[config.mk]
export PLATFORM = sky130hd
export DESIGN_NAME = prio_irq_ctrl
export DESIGN_NICKNAME = d
export VERILOG_FILES = /design/src/rtl/irq_pkg.sv /design/src/rtl/irq_ctrl.sv /design/src/rtl/irq_arbiter.sv /design/src/rtl/irq_datapath.sv /design/src/rtl/prio_irq_ctrl.sv
export SDC_FILE = /design/constraint.sdc
export NUM_CORES = 1
export LEC_CHECK = 0
export BUFFER_PORTS_ARGS = -buffer_cell sky130_fd_sc_hd__buf_2
export CAP_MARGIN = 15
export CORE_ASPECT_RATIO = 1.4
export CORE_MARGIN = 8
export CORE_UTILIZATION = 64
export CTS_CLUSTER_DIAMETER = 100
export DETAILED_ROUTE_END_ITERATION = 16
export PLACE_DENSITY = 0.87
export SLEW_MARGIN = 10
export SYNTH_ARGS = -nofsm -noshare
export SYNTH_HDL_FRONTEND = slang
export SYNTH_SLANG_ARGS = --single-unit
[constraint.sdc]
create_clock -name clk -period 34 [get_ports clk]
set_clock_uncertainty 0.2 [all_clocks]
set_input_delay 3.4 -clock clk [delete_from_list [all_inputs] [get_ports clk]]
set_output_delay 3.4 -clock clk [all_outputs]
set_load 0.03 [all_outputs]
[src/rtl/irq_pkg.sv]
package irq_pkg;
  localparam int LVL_W = 3;
  localparam int LVL_BASE = 2;

  typedef struct packed {
    logic wrEn;
    logic selEn;
    logic selPend;
    logic selLvl;
    logic ackFire;
  } irqStrobe_t;
endpackage

[src/rtl/irq_ctrl.sv]
module irq_ctrl
  import irq_pkg::*;
#(
  parameter int NUM_SRC = 8,
  parameter int ADDR_W = 4,
  localparam int IDX_W = (NUM_SRC > 1) ? $clog2(NUM_SRC) : 1
) (
  input  logic              regWrEn,
  input  logic [ADDR_W-1:0] regAddr,
  input  logic              irqAck,
  input  logic              irqReqQ,
  output irqStrobe_t        strobe,
  output logic [IDX_W-1:0]  lvlSel
);
  localparam int LVL_END = LVL_BASE + NUM_SRC;

  always_comb begin
    strobe.wrEn    = regWrEn;
    strobe.selEn   = (regAddr == ADDR_W'(0));
    strobe.selPend = (regAddr == ADDR_W'(1));
    strobe.selLvl  = (int'(regAddr) >= LVL_BASE) && (int'(regAddr) < LVL_END);
    strobe.ackFire = irqAck & irqReqQ;
    lvlSel = IDX_W'(regAddr - ADDR_W'(LVL_BASE));
  end
endmodule

[src/rtl/irq_arbiter.sv]
module irq_arbiter
  import irq_pkg::*;
#(
  parameter int NUM_SRC = 8,
  localparam int IDX_W = (NUM_SRC > 1) ? $clog2(NUM_SRC) : 1
) (
  input  logic                            globalEn,
  input  logic [NUM_SRC-1:0]              flags,
  input  logic [NUM_SRC-1:0][LVL_W-1:0]   levels,
  input  logic [LVL_W-1:0]                cpuLevel,
  output logic                            pickValid,
  output logic [IDX_W-1:0]                pickIdx,
  output logic [LVL_W-1:0]                pickLvl
);
  logic [NUM_SRC-1:0] eligible;

  for (genvar g = 0; g < NUM_SRC; g++) begin : gElig
    assign eligible[g] = globalEn & flags[g] & (levels[g] > cpuLevel);
  end

  // strict compare keeps the earlier (lower) index on equal levels
  always_comb begin
    pickValid = 1'b0;
    pickIdx   = '0;
    pickLvl   = '0;
    for (int i = 0; i < NUM_SRC; i++) begin
      if (eligible[i] && (!pickValid || levels[i] > pickLvl)) begin
        pickValid = 1'b1;
        pickIdx   = IDX_W'(i);
        pickLvl   = levels[i];
      end
    end
  end
endmodule

[src/rtl/irq_datapath.sv]
module irq_datapath
  import irq_pkg::*;
#(
  parameter int NUM_SRC = 8,
  parameter int DATA_W = 8,
  localparam int IDX_W = (NUM_SRC > 1) ? $clog2(NUM_SRC) : 1
) (
  input  logic               clk,
  input  logic               rstN,
  input  irqStrobe_t         strobe,
  input  logic [IDX_W-1:0]   lvlSel,
  input  logic [DATA_W-1:0]  wrData,
  input  logic [NUM_SRC-1:0] srcPulse,
  input  logic [LVL_W-1:0]   cpuLevel,
  output logic [DATA_W-1:0]  rdData,
  output logic               irqReq,
  output logic [IDX_W-1:0]   irqIdx,
  output logic [LVL_W-1:0]   irqLvl
);
  logic                          globalEn;
  logic [NUM_SRC-1:0]            flagQ;
  logic [NUM_SRC-1:0][LVL_W-1:0] levelQ;
  logic [NUM_SRC-1:0]            swClr;
  logic [NUM_SRC-1:0]            ackClr;
  logic                          pickValid;
  logic [IDX_W-1:0]              pickIdx;
  logic [LVL_W-1:0]              pickLvl;

  assign swClr  = (strobe.wrEn && strobe.selPend) ? ~wrData[NUM_SRC-1:0] : '0;
  assign ackClr = strobe.ackFire ? (NUM_SRC'(1) << irqIdx) : '0;

  always_ff @(posedge clk) begin
    if (!rstN) begin
      globalEn <= 1'b0;
      flagQ    <= '0;
      levelQ   <= '0;
    end else begin
      if (strobe.wrEn && strobe.selEn) globalEn <= wrData[0];
      flagQ <= (flagQ & ~swClr & ~ackClr) | srcPulse;
      for (int i = 0; i < NUM_SRC; i++) begin
        if (strobe.wrEn && strobe.selLvl && lvlSel == IDX_W'(i))
          levelQ[i] <= wrData[LVL_W-1:0];
      end
    end
  end

  irq_arbiter #(.NUM_SRC(NUM_SRC)) u_arb (
    .globalEn (globalEn),
    .flags    (flagQ),
    .levels   (levelQ),
    .cpuLevel (cpuLevel),
    .pickValid(pickValid),
    .pickIdx  (pickIdx),
    .pickLvl  (pickLvl)
  );

  always_ff @(posedge clk) begin
    if (!rstN || !pickValid || strobe.ackFire) begin
      irqReq <= 1'b0;
      irqIdx <= '0;
      irqLvl <= '0;
    end else begin
      irqReq <= 1'b1;
      irqIdx <= pickIdx;
      irqLvl <= pickLvl;
    end
  end

  always_comb begin
    rdData = '0;
    if (strobe.selEn)        rdData[0] = globalEn;
    else if (strobe.selPend) rdData[NUM_SRC-1:0] = flagQ;
    else if (strobe.selLvl)  rdData[LVL_W-1:0] = levelQ[lvlSel];
  end

  for (genvar g = 0; g < NUM_SRC; g++) begin : gFlagChk
    assert_flag_rise_needs_pulse_R3: assert property (@(posedge clk) disable iff (!rstN)
      $rose(flagQ[g]) |-> $past(srcPulse[g]));
    assert_pulse_wins_clear_R8: assert property (@(posedge clk) disable iff (!rstN)
      srcPulse[g] |=> flagQ[g]);
  end

  assert_req_needs_enable_R1: assert property (@(posedge clk) disable iff (!rstN)
    irqReq |-> $past(globalEn));
  assert_req_above_cpu_R5: assert property (@(posedge clk) disable iff (!rstN)
    irqReq |-> (irqLvl > $past(cpuLevel)));
  assert_req_level_nonzero_R4: assert property (@(posedge clk) disable iff (!rstN)
    irqReq |-> (irqLvl != '0));
  assert_ack_drops_req_R9: assert property (@(posedge clk) disable iff (!rstN)
    strobe.ackFire |=> !irqReq);
  assert_idle_outputs_zero_R7: assert property (@(posedge clk) disable iff (!rstN)
    !irqReq |-> (irqIdx == '0 && irqLvl == '0));
endmodule

[src/rtl/prio_irq_ctrl.sv]
module prio_irq_ctrl
  import irq_pkg::*;
#(
  parameter int NUM_SRC = 8,
  parameter int DATA_W = 8,
  parameter int ADDR_W = 4,
  localparam int IDX_W = (NUM_SRC > 1) ? $clog2(NUM_SRC) : 1
) (
  input  logic               clk,
  input  logic               rstN,
  input  logic [NUM_SRC-1:0] srcPulse,
  input  logic [LVL_W-1:0]   cpuLevel,
  input  logic               regWrEn,
  input  logic [ADDR_W-1:0]  regAddr,
  input  logic [DATA_W-1:0]  regWrData,
  output logic [DATA_W-1:0]  regRdData,
  input  logic               irqAck,
  output logic               irqReq,
  output logic [IDX_W-1:0]   irqIdx,
  output logic [LVL_W-1:0]   irqLvl
);
  irqStrobe_t       strobe;
  logic [IDX_W-1:0] lvlSel;

  irq_ctrl #(.NUM_SRC(NUM_SRC), .ADDR_W(ADDR_W)) u_ctrl (
    .regWrEn(regWrEn),
    .regAddr(regAddr),
    .irqAck (irqAck),
    .irqReqQ(irqReq),
    .strobe (strobe),
    .lvlSel (lvlSel)
  );

  irq_datapath #(.NUM_SRC(NUM_SRC), .DATA_W(DATA_W)) u_dp (
    .clk     (clk),
    .rstN    (rstN),
    .strobe  (strobe),
    .lvlSel  (lvlSel),
    .wrData  (regWrData),
    .srcPulse(srcPulse),
    .cpuLevel(cpuLevel),
    .rdData  (regRdData),
    .irqReq  (irqReq),
    .irqIdx  (irqIdx),
    .irqLvl  (irqLvl)
  );
endmodule

### Word level (Yosys, flattened, before mapping)

Index checks and enable logic that the tools add are counted.

| word-level totals | value |
|---|---|
| bits of input ports | 27 |
| output and inout bits | 15 |
| register bits after elaboration | 40 |
| word-level logic and storage cells | 136 |

| cells by class | value |
|---|---|
| order comparisons | 18 |
| mux-type cells | 33 |
| shift operators | 1 |
| bitwise logic cells | 23 |
| equal/unequal tests | 8 |
| $add $sub $neg | 1 |
| reduce and logical (&&, ||, !) cells | 39 |

Operators with widths:

| cell | count |
|---|---|
| $mux W3 | 17 |
| $gt A3 B3 Y1 | 15 |
| $not A8 Y8 | 3 |
| $logic_and A1 B1 Y1 | 19 |
| $and A1 B1 Y1 | 17 |
| $and A8 B8 Y8 | 2 |
| $mux W8 | 2 |
| $eq A3 B3 Y1 const B | 4 |
| $mux W1 | 11 |
| $bmux W3 S3 | 1 |
| $logic_not A1 Y1 | 9 |
| $logic_or A1 B1 Y1 | 9 |
| $or A8 B8 Y8 | 1 |
| $shl A1 B3 Y8 const A | 1 |
| $mux W7 | 1 |
| $eq A3 B2 Y1 const B | 2 |
| $mux W5 | 1 |
| $eq A4 B1 Y1 const B | 1 |
| $ge A4 B2 Y1 const B | 1 |
| $logic_not A4 Y1 | 1 |
| $lt A3 B4 Y1 const B | 1 |
| $lt A4 B4 Y1 const B | 1 |
| $eq A3 B1 Y1 const B | 1 |
| $logic_not A3 Y1 | 1 |
| $sub A3 B2 Y3 const B | 1 |

### Depth between registers and ports, before layout

Gate-level depths: netlist (run 1).

| depth | value |
|---|---|
| depth in word-level cells | 35 |
| depth in mapped cells | 58 |
| depth with buffers taken out | 58 |

### Modules after synthesis

A second synthesis (run 1) with hierarchy kept.

| unflattened totals | value |
|---|---|
| cells, all modules | 411 |
| area, all modules | 3534.6 µm² |

By module, submodules not included:

| module | times used | cells an instance | area each (µm²) | seq. area each (µm²) |
|---|---|---|---|---|
| irq_datapath | 1 | 197 | 1864.3 | 800.8 |
| irq_arbiter | 1 | 205 | 1594.0 | 0.0 |
| irq_ctrl | 1 | 9 | 76.3 | 0.0 |

### Worst setup path after synthesis (run 1)

OpenSTA, ideal clock, no wires.

| timing path | value |
|---|---|
| kind | input to register |
| start point | input port cpuLevel[1] |
| end point | register u_dp.irqLvl[0] |
| stages | 54 |
| buffers on the path | 0 |
| setup time | 0.117 ns |
| arrival | 12.949 ns |
| path slack | 20.734 ns |
| cell sequence | inv_1 -> ha_1 -> nor2b_4 -> o311a_4 -> nand3_1 -> ha_1 -> a211o_1 -> a211oi_1 -> nor2_1 -> a22oi_1 -> ha_1 -> nor2b_1 -> o21a_1 -> o21ai_0 -> a21boi_2 -> nor2b_1 -> or2_2 -> ha_1 -> [18 not listed] -> o41a_4 -> nor2_8 -> o21a_1 -> ha_1 -> nor2b_1 -> o21ai_0 -> nand2b_1 -> and3_1 -> a31o_2 -> a22o_1 -> a31oi_1 -> ha_1 -> nor2b_1 -> o21a_1 -> o21ai_0 -> a21bo_2 -> nor2_1 -> a22o_1 |

| between the ends | value |
|---|---|
| cells in the longest elaborated chain, start to end | 34 |
| elaborated cells between the ends (all ways) | 63 |

Ends and longest elaborated chain:

| what | line | text |
|---|---|---|
| start: declaration | prio_irq_ctrl.sv:12 | `input logic [LVL_W-1:0] cpuLevel,` |
| $gt A3 B3 Y1 | irq_arbiter.sv:18 | `assign eligible[g] = globalEn & flags[g] & (levels[g] > cpuLevel);` |
| $and A1 B1 Y1 | irq_arbiter.sv:18 |  |
| $mux W3 / $mux W1 (equally long branches) | irq_arbiter.sv:27 | `if (eligible[i] && (!pickValid \|\| levels[i] > pickLvl)) begin` |
| $gt A3 B3 Y1 / $logic_not A1 Y1 (equally long branches) | irq_arbiter.sv:27 |  |
| $logic_or A1 B1 Y1 | irq_arbiter.sv:27 |  |
| $logic_and A1 B1 Y1 | irq_arbiter.sv:27 |  |
| $mux W3 / $mux W1 (equally long branches) | irq_arbiter.sv:27 |  |
| $gt A3 B3 Y1 / $logic_not A1 Y1 (equally long branches) | irq_arbiter.sv:27 |  |
| [17 not listed] | -- |  |
| $logic_and A1 B1 Y1 | irq_arbiter.sv:27 |  |
| $mux W3 / $mux W1 (equally long branches) | irq_arbiter.sv:27 |  |
| $gt A3 B3 Y1 / $logic_not A1 Y1 (equally long branches) | irq_arbiter.sv:27 |  |
| $logic_or A1 B1 Y1 | irq_arbiter.sv:27 |  |
| $logic_and A1 B1 Y1 | irq_arbiter.sv:27 |  |
| $mux W1 | irq_arbiter.sv:27 |  |
| $logic_not A1 Y1 | irq_datapath.sv:58 | `if (!rstN \|\| !pickValid \|\| strobe.ackFire) begin` |
| $logic_or A1 B1 Y1 (2 in series) | irq_datapath.sv:58 |  |
| end signal: assignment | irq_datapath.sv:65 | `irqLvl <= pickLvl;` |
| end: declaration | irq_datapath.sv:18 | `output logic [LVL_W-1:0] irqLvl` |

Several ways; a longest one is shown, not always the timed one.
A chain may end at the register's enable or synchronous reset.

### Final worst setup path (run 1)

Same ends and word-level chain as after synthesis.

==> results.md, run 1 <==
* Outcome: finished clean
* Detail Placement HPWL at roughly 7500 um
* Die height at 103 um
* Final setup viols at 0
* Leakage at between 1.5 and 2 nW
* RSZ-0062 raised after global routing: no
* Critical path arrival at approximately 14 ns
* Final period util at between 40 and 50%
* Dominant synthesized flop cell: dfxtp_1
* CP Class: in2reg
* Type of origin of the critical path: input port
* Hold Crit Depth at 1
* Ant diodes at 0
* Hold Buf Count CTS at 0
* Synth async-reset ratio at 0%
* Nets at between 400 and 500
* CP Capture Type: flip-flop
* CTS Buffer Depth at 2
* Placed Cells incl. Taps at 470
* Post-synthesis mux area share at ~12%
* Core box area at slightly above 5000 um2
* Largest family of logic cells by synthesized area: compound AO/OA/AOI/OAI gates
* Initial cell density of the core at roughly two thirds
* Synth Register Bits at 40
* WL/cell at 20.0 um
* Startpoint of the most critical hold path: u_dp.levelQ[23]
* Worst vdd ir at roughly 0.028 mV
* WHS Endpoint: u_dp.irqLvl[2]
* Synth warnings at 0
* Simple-gate share of the synthesized area at between 20% and 30%
* Congestion Overflow GR at 0
* Count of final hold-check violations at 0
* Slew margin rel. at between 20 and 30%
* Syn Nets at between 400 and 500
* CTS resizes at 0
* Number of global-route vias before repair at just over 3000
* CP max stage delay at about 0.37 ns
* Post-synthesis cell area at 3470 um2
* TritonRoute pass-1 iters at 5
* DRT antenna net count at 0
* FF-to-FF Start: u_dp.levelQ[0]
* Setup slack at placement at 19.40 ns
* Syn avg cell area at between 9 and 10 um2
* Compound-Gate Fraction of Synth Area at a little under a quarter
* Initial antenna violation count at 0
* # rows at 31
* Die W at between 70 and 80 um
* Final-report max-slew violation count at 0
* Drt drc at 0
* Worst-Margin Slew at 1.05 ns
* Yosys top cell by area: dfxtp_1
* Boundary Pins at 42
* CP max stage cell: a31oi_1
* Adder-cell share of the synthesized area at 16.6%
* H-tree lvl count at 2
* Yosys cell types at 58
* Die ar. at just over 8000 um2
* Routed via count at 3138
* R2r setup slk at 22.59 ns
* Share of layout cells above drive strength 1 at about 22%
* PD cells at between 20 and 30 nW/um2
* Commonest non-fill, non-tap cell in the layout: ha_1
* Yosys top cell area share at between 20% and 30%
* First-pass GRT wire length at around 15000 um
* Post-layout instance area at about 3800 um2
* Area contributors post-synth: dfxtp_1 23%, ha_1 17%, mux2i_1 8.1%
* Worst-path fanout max at 9
* CTS sink cnt at 40
* Post-layout util at approximately 73%
* Fmax at around 70 MHz
* WL final at between 9000 and 10000 um
* Syn Inst Count at 375
* Number of synthesized flops with an enable pin at 0
* Critical path launch point: cpuLevel[1]
* Drt initial violations at ~330
* GR Util All Layers at 23.4%
* Layout Cells excl Fill at around 480
* Crit-path most repeated cell: ha_1
* Worst-path clk slew at 0.07 ns
* Setup tns final at 0 ns
* Clk Latency, worst-skew pair at ~0.29 ns
* WP data required at between 30 and 40 ns
* Max Cap Viol at 0
* TritonCTS buffer count at 5
* Setup WS post-layout at between 15 and 20 ns
* FF-to-FF End: u_dp.irqLvl[0]
* Reg2Reg Depth at 53
* Total power at 98.3 uW
* Placed Area at approximately 3700 um2
* Hold_ws at approximately 0.36 ns
* PortBufs at between 40 and 50
* Vias/cell at between 6 and 7
* Tightest Hold Check Type: reg2reg
* Area Growth Syn to Fin at 9.55%
* Xor and xnor area share after synthesis at 0%
* Gpl congestion at roughly 0.95
* Setup Buffers After CTS at 0
* Final Critical Period at roughly 14 ns
* Seq/Total Area, Yosys at between 20 and 25%
* Clock root buffer: clkbuf_8
* TritonCTS clock tree: built
* Pin count of the biggest net entering global routing at 35
* Most frequent cells in the layout: 46 x ha_1, 41 x buf_2, 40 x dfxtp_1, 38 x nor2b_1, 28 x mux2i_1
Yosys cell counts (all sizes together) (3+ instances only):
cell type and n:
ha 46, dfxtp 40, nor2b 39, mux2i 28
nand3 19, inv 18, nor2 18, o21a 18
o21ai 18, nand2 16, a31oi 11, clkbuf 10
nand2b 9, o221a 8, a22o 7, nor3 7
and3 6, mux4 6, o311ai 5, a21oi 4
and2 4, or2 4, a221oi 3, a311oi 3
a31o 3
per-layer routing:
metal	GRT usage (%)	vias up	share of wire [%]
met5	0	-	0
met3	3.05	24	5.4
met4	10.4	0	3.5
met2	43.8	124	53
met1	25.5	1500	38
li1	-	1490	-
kinds of logic after synthesis:
group           count (synthesis)
compound gates                 96
fa+ha+maj                      46
buf+inv                        30
mux                            35
simple gates                  128
flops                          40
layout make-up:
| cell class | instances | area, um2 |
|---|---|---|
| clock buffer | 6 | 82.6 |
| clock inverter | 2 | 10.0 |
| fill | 391 | 1400 |
| inverter | 18 | 67.6 |
| multi-input combinational | 305 | 2550 |
| sequential | 40 | 801 |
| tap | 66 | 82.6 |
| timing repair buffer | 41 | 205 |
worst max path at each step:
stage                                end  slack, ns
after floorplan           u_dp.irqLvl[0]      20.73
final                     u_dp.irqLvl[0]      19.63
after global routing      u_dp.irqLvl[0]      18.79
after CTS                 u_dp.irqLvl[0]      19.67
after global placement    u_dp.irqLvl[0]      19.62
after detailed placement  u_dp.irqLvl[0]      19.40
sequential cells by signal, indices dropped and copies added (netlist names):
register / cells
u_dp.irqLvl: 3
u_dp.levelQ: 24
u_dp.flagQ: 8
u_dp.irqIdx: 3
u_dp.globalEn: 1
u_dp.irqReq: 1
critical path, delay by kind of cell:
family | cells | cell delay (ns)
AO/OA/AOI/OAI | 27 | 5.47
AND/OR/NAND/NOR | 17 | 2.72
adder cells (fa/ha/maj) | 8 | 2.33
buffers and inverters | 2 | 0.38
power breakdown:
part           leakage (nW)  switching (mW)  internal [mW]
registers             0.325         0.00177         0.0480
logic                  1.17         0.00872        0.00712
clock network        0.0510          0.0165         0.0162
total                  1.55          0.0270         0.0713
(Power assumes the default switching activity.)
==> inputs of run 2 (changes only) <==
--- a/config.mk
+++ b/config.mk
@@ -5,14 +5,15 @@
 export SDC_FILE = /design/constraint.sdc
 export NUM_CORES = 1
 export LEC_CHECK = 0
+export ABC_AREA = 1
 export BUFFER_PORTS_ARGS = -buffer_cell sky130_fd_sc_hd__buf_2
 export CAP_MARGIN = 15
 export CORE_ASPECT_RATIO = 1.4
 export CORE_MARGIN = 8
-export CORE_UTILIZATION = 64
+export CORE_UTILIZATION = 53
 export CTS_CLUSTER_DIAMETER = 100
 export DETAILED_ROUTE_END_ITERATION = 16
-export PLACE_DENSITY = 0.87
+export PLACE_DENSITY = 0.77
 export SLEW_MARGIN = 10
 export SYNTH_ARGS = -nofsm -noshare
 export SYNTH_HDL_FRONTEND = slang
==> constraint.sdc (replaced) <==
create_clock -name clk -period 12.45 [get_ports clk]
set_clock_uncertainty 0.2 [all_clocks]
set_input_delay 1.245 -clock clk [delete_from_list [all_inputs] [get_ports clk]]
set_output_delay 1.245 -clock clk [all_outputs]
set_load 0.03 [all_outputs]
==> results.md, run 2 <==
* CP max stage cell: ha_1
* Synth Register Bits at 40
* Final-report max-slew violation count at 0
* Hold Buf Count CTS at 0
* Filler instances at 599
* Syn Nets at about 580
* DRT antenna net count at 0
* Worst-path fanout max at 8
* Layout Cells excl Fill at 623
* Slew margin rel. at 42.0%
* Worst-Margin Slew at 0.864 ns
* Final setup viols at 0
* Post-layout util at ~60%
* Simple-gate share of the synthesized area at between 30% and 40%
* Core box area at slightly above 6000 um2
* # rows at 34
* Critical path arrival at ~10 ns
* Die height at around 110 um
* Compound-Gate Fraction of Synth Area at 19.0%
* TritonRoute pass-1 iters at 5
* Gpl congestion at approximately 0.92
* Boundary Pins at 42
* Biggest register: u_dp.levelQ
* Startpoint of the most critical hold path: u_dp.levelQ[0]
* CP Class: in2reg
* RSZ-0062 raised after global routing: no
* Post-synthesis mux area share at 0%
* Post-layout instance area at approximately 3700 um2
* Syn Inst Count at between 500 and 600
* Commonest non-fill, non-tap cell in the layout: nand2_1
* Routed via count at between 3000 and 4000
* CP Capture Type: flip-flop
* FF-to-FF End: u_dp.irqIdx[1]
* Largest regs: u_dp.levelQ (24), u_dp.flagQ (8)
* Yosys top cell area share at about a quarter
* H-tree lvl count at 2
* Flip-flop count of the largest register after layout at 24
* Max Cap Viol at 0
* Yosys cell types at 33
* WL final at 9530 um
* CTS resizes at 0
* Post-synthesis cell area at between 3000 and 4000 um2
* Outcome: finished clean
* Type of origin of the critical path: input port
* CP max stage delay at approximately 0.35 ns
* Detail Placement HPWL at 7620 um
* Seq/Total Area, Yosys at between 20% and 30%
* First-pass GRT wire length at 15900 um
* Tightest Hold Check Type: reg2reg
* Dominant synthesized flop cell: dfxtp_1
* Area Growth Syn to Fin at 10.7%
* Yosys top cell by area: dfxtp_1
* Pin count of the biggest net entering global routing at 24
* Register area at around 800 um2
* R2r setup slk at 3.39 ns
* Fmax at between 90 and 100 MHz
* Number of global-route vias before repair at around 3500
* Synth async-reset ratio at 0%
* Initial antenna violation count at 0
* Count of final hold-check violations at 0
* Placed Cells incl. Taps at a little over 600
* Setup Buffers After CTS at 0
* Final Critical Period at between 10 and 15 ns
* Setup tns final at 0 ns
* FF-to-FF Start: u_dp.levelQ[2]
* WHS Endpoint: u_dp.levelQ[0]
* CTS sink cnt at 40
* Worst-path clk slew at 0.08 ns
* Crit-path most repeated cell: nand2_1
* Die ar. at just over 9000 um2
* Nets at about 620
* Worst vdd ir at between 0.07 and 0.08 mV
* Drt initial violations at 245
* Ant diodes at 0
* Placed Area at approximately 3600 um2
* TritonCTS buffer count at 5
* Clk Latency, worst-skew pair at approximately 0.30 ns
* Xor and xnor area share after synthesis at 0%
* Hold Crit Depth at 2
* Adder-cell share of the synthesized area at roughly 17%
* Area contributors post-synth: dfxtp_1 24%, ha_1 17%, nand2_1 12%
* PortBufs at 41
* Drt drc at 0
* Largest family of logic cells by synthesized area: simple AND/OR/NAND/NOR gates
* Synth warnings at 0
* Hold_ws at 0.325 ns
* Vias/cell at ~5.7
* Final period util at about 80%
* Syn avg cell area at between 6 and 7 um2
* Most frequent cells in the layout: 107 x nand2_1, 70 x inv_1, 50 x a21oi_1, 49 x nand3_1, 46 x ha_1
* GR Util All Layers at 21.1%
* PD cells at 76.8 nW/um2
* Top cells by count, synth: 107 x nand2_1, 70 x inv_1, 50 x a21oi_1
* CTS Buffer Depth at 2
* Die W at between 80 and 90 um
* WP data required at around 12 ns
* Reg2Reg Depth at 67
* Share of layout cells above drive strength 1 at 14.3%
* Congestion Overflow GR at 0
* Leakage at approximately 1.9 nW
* TritonCTS clock tree: built
* Clock root buffer: clkbuf_8
* WL/cell at 15.3 um
* Footprint of the multi-input gates at 2230 um2
* Number of synthesized flops with an enable pin at 0
* Count leader, synth: nand2_1
* Initial cell density of the core at between 50% and 60%
==> run 2: changes by cell type after synthesis, sizes merged, moves of 15 or more <==
cell,change
nor2,+29
o21ai,+15
mux2i,-28
nand3,+31
a21oi,+47
o21a,-17
inv,+59
nand2,+102
nor2b,-39
==> run 2: worst max path at each step <==
| stage | cells after the start | slack [ns] | start | endpoint |
|---|---|---|---|---|
| 6_report | 69 | 2.37 | cpuLevel[2] | u_dp.irqIdx[1] |
| 5_1_grt | 69 | 1.52 | cpuLevel[2] | u_dp.irqIdx[1] |
| 4_1_cts | 69 | 2.48 | cpuLevel[1] | u_dp.irqIdx[1] |
| 3_5_place_dp | 69 | 2.18 | cpuLevel[1] | u_dp.irqIdx[1] |
| 3_3_place_gp | 69 | 2.48 | cpuLevel[1] | u_dp.irqIdx[1] |
| 2_1_floorplan | 68 | 3.41 | cpuLevel[2] | u_dp.irqIdx[1] |
==> run 2: per-stage QoR <==
step           power, mW  worst slack (ns)
2_1_floorplan      0.176              3.41
3_3_place_gp       0.192              2.48
3_5_place_dp       0.194              2.18
4_1_cts            0.284              2.48
5_1_grt            0.297              1.52
6_report           0.285              2.37
==> run 2: logic make-up after synthesis <==
| group | Yosys count |
|---|---|
| flops | 40 |
| simple gates | 227 |
| fa+ha+maj | 46 |
| compound gates | 111 |
| buf+inv | 84 |
==> run 2: power breakdown <==
group	leakage, nW	switching (mW)	internal, mW
Clock	0.0510	0.0484	0.0443
Combinational	1.50	0.0358	0.0203
Sequential	0.326	0.00424	0.132
Total	1.88	0.0885	0.197
==> run 2: layout make-up <==
class	count	share of cell area (%)
inverter	78	7.92
tap	72	2.43
multi-input combinational	384	60.1
clock buffer	6	2.22
timing repair buffer	41	5.53
clock inverter	2	0.270
sequential	40	21.6
==> run 2: metal layers <==
| layer | GRT usage [%] | vias up | share of wire (%) |
|---|---|---|---|
| met5 | 0 | - | 0 |
| met2 | 41.3 | 97 | 53 |
| met4 | 8.56 | 0 | 2.9 |
| li1 | - | 1782 | - |
| met3 | 2.94 | 26 | 3.8 |
| met1 | 22.1 | 1617 | 40 |
==> run 2: worst max-delay path: cells and delay by family <==
kind                       cells  cell delay, ns
buffers and inverters          8            0.94
adders and majority gates      8            2.53
and+or+nand+nor               41            3.86
AOI/OAI and AO/OA             12            1.50
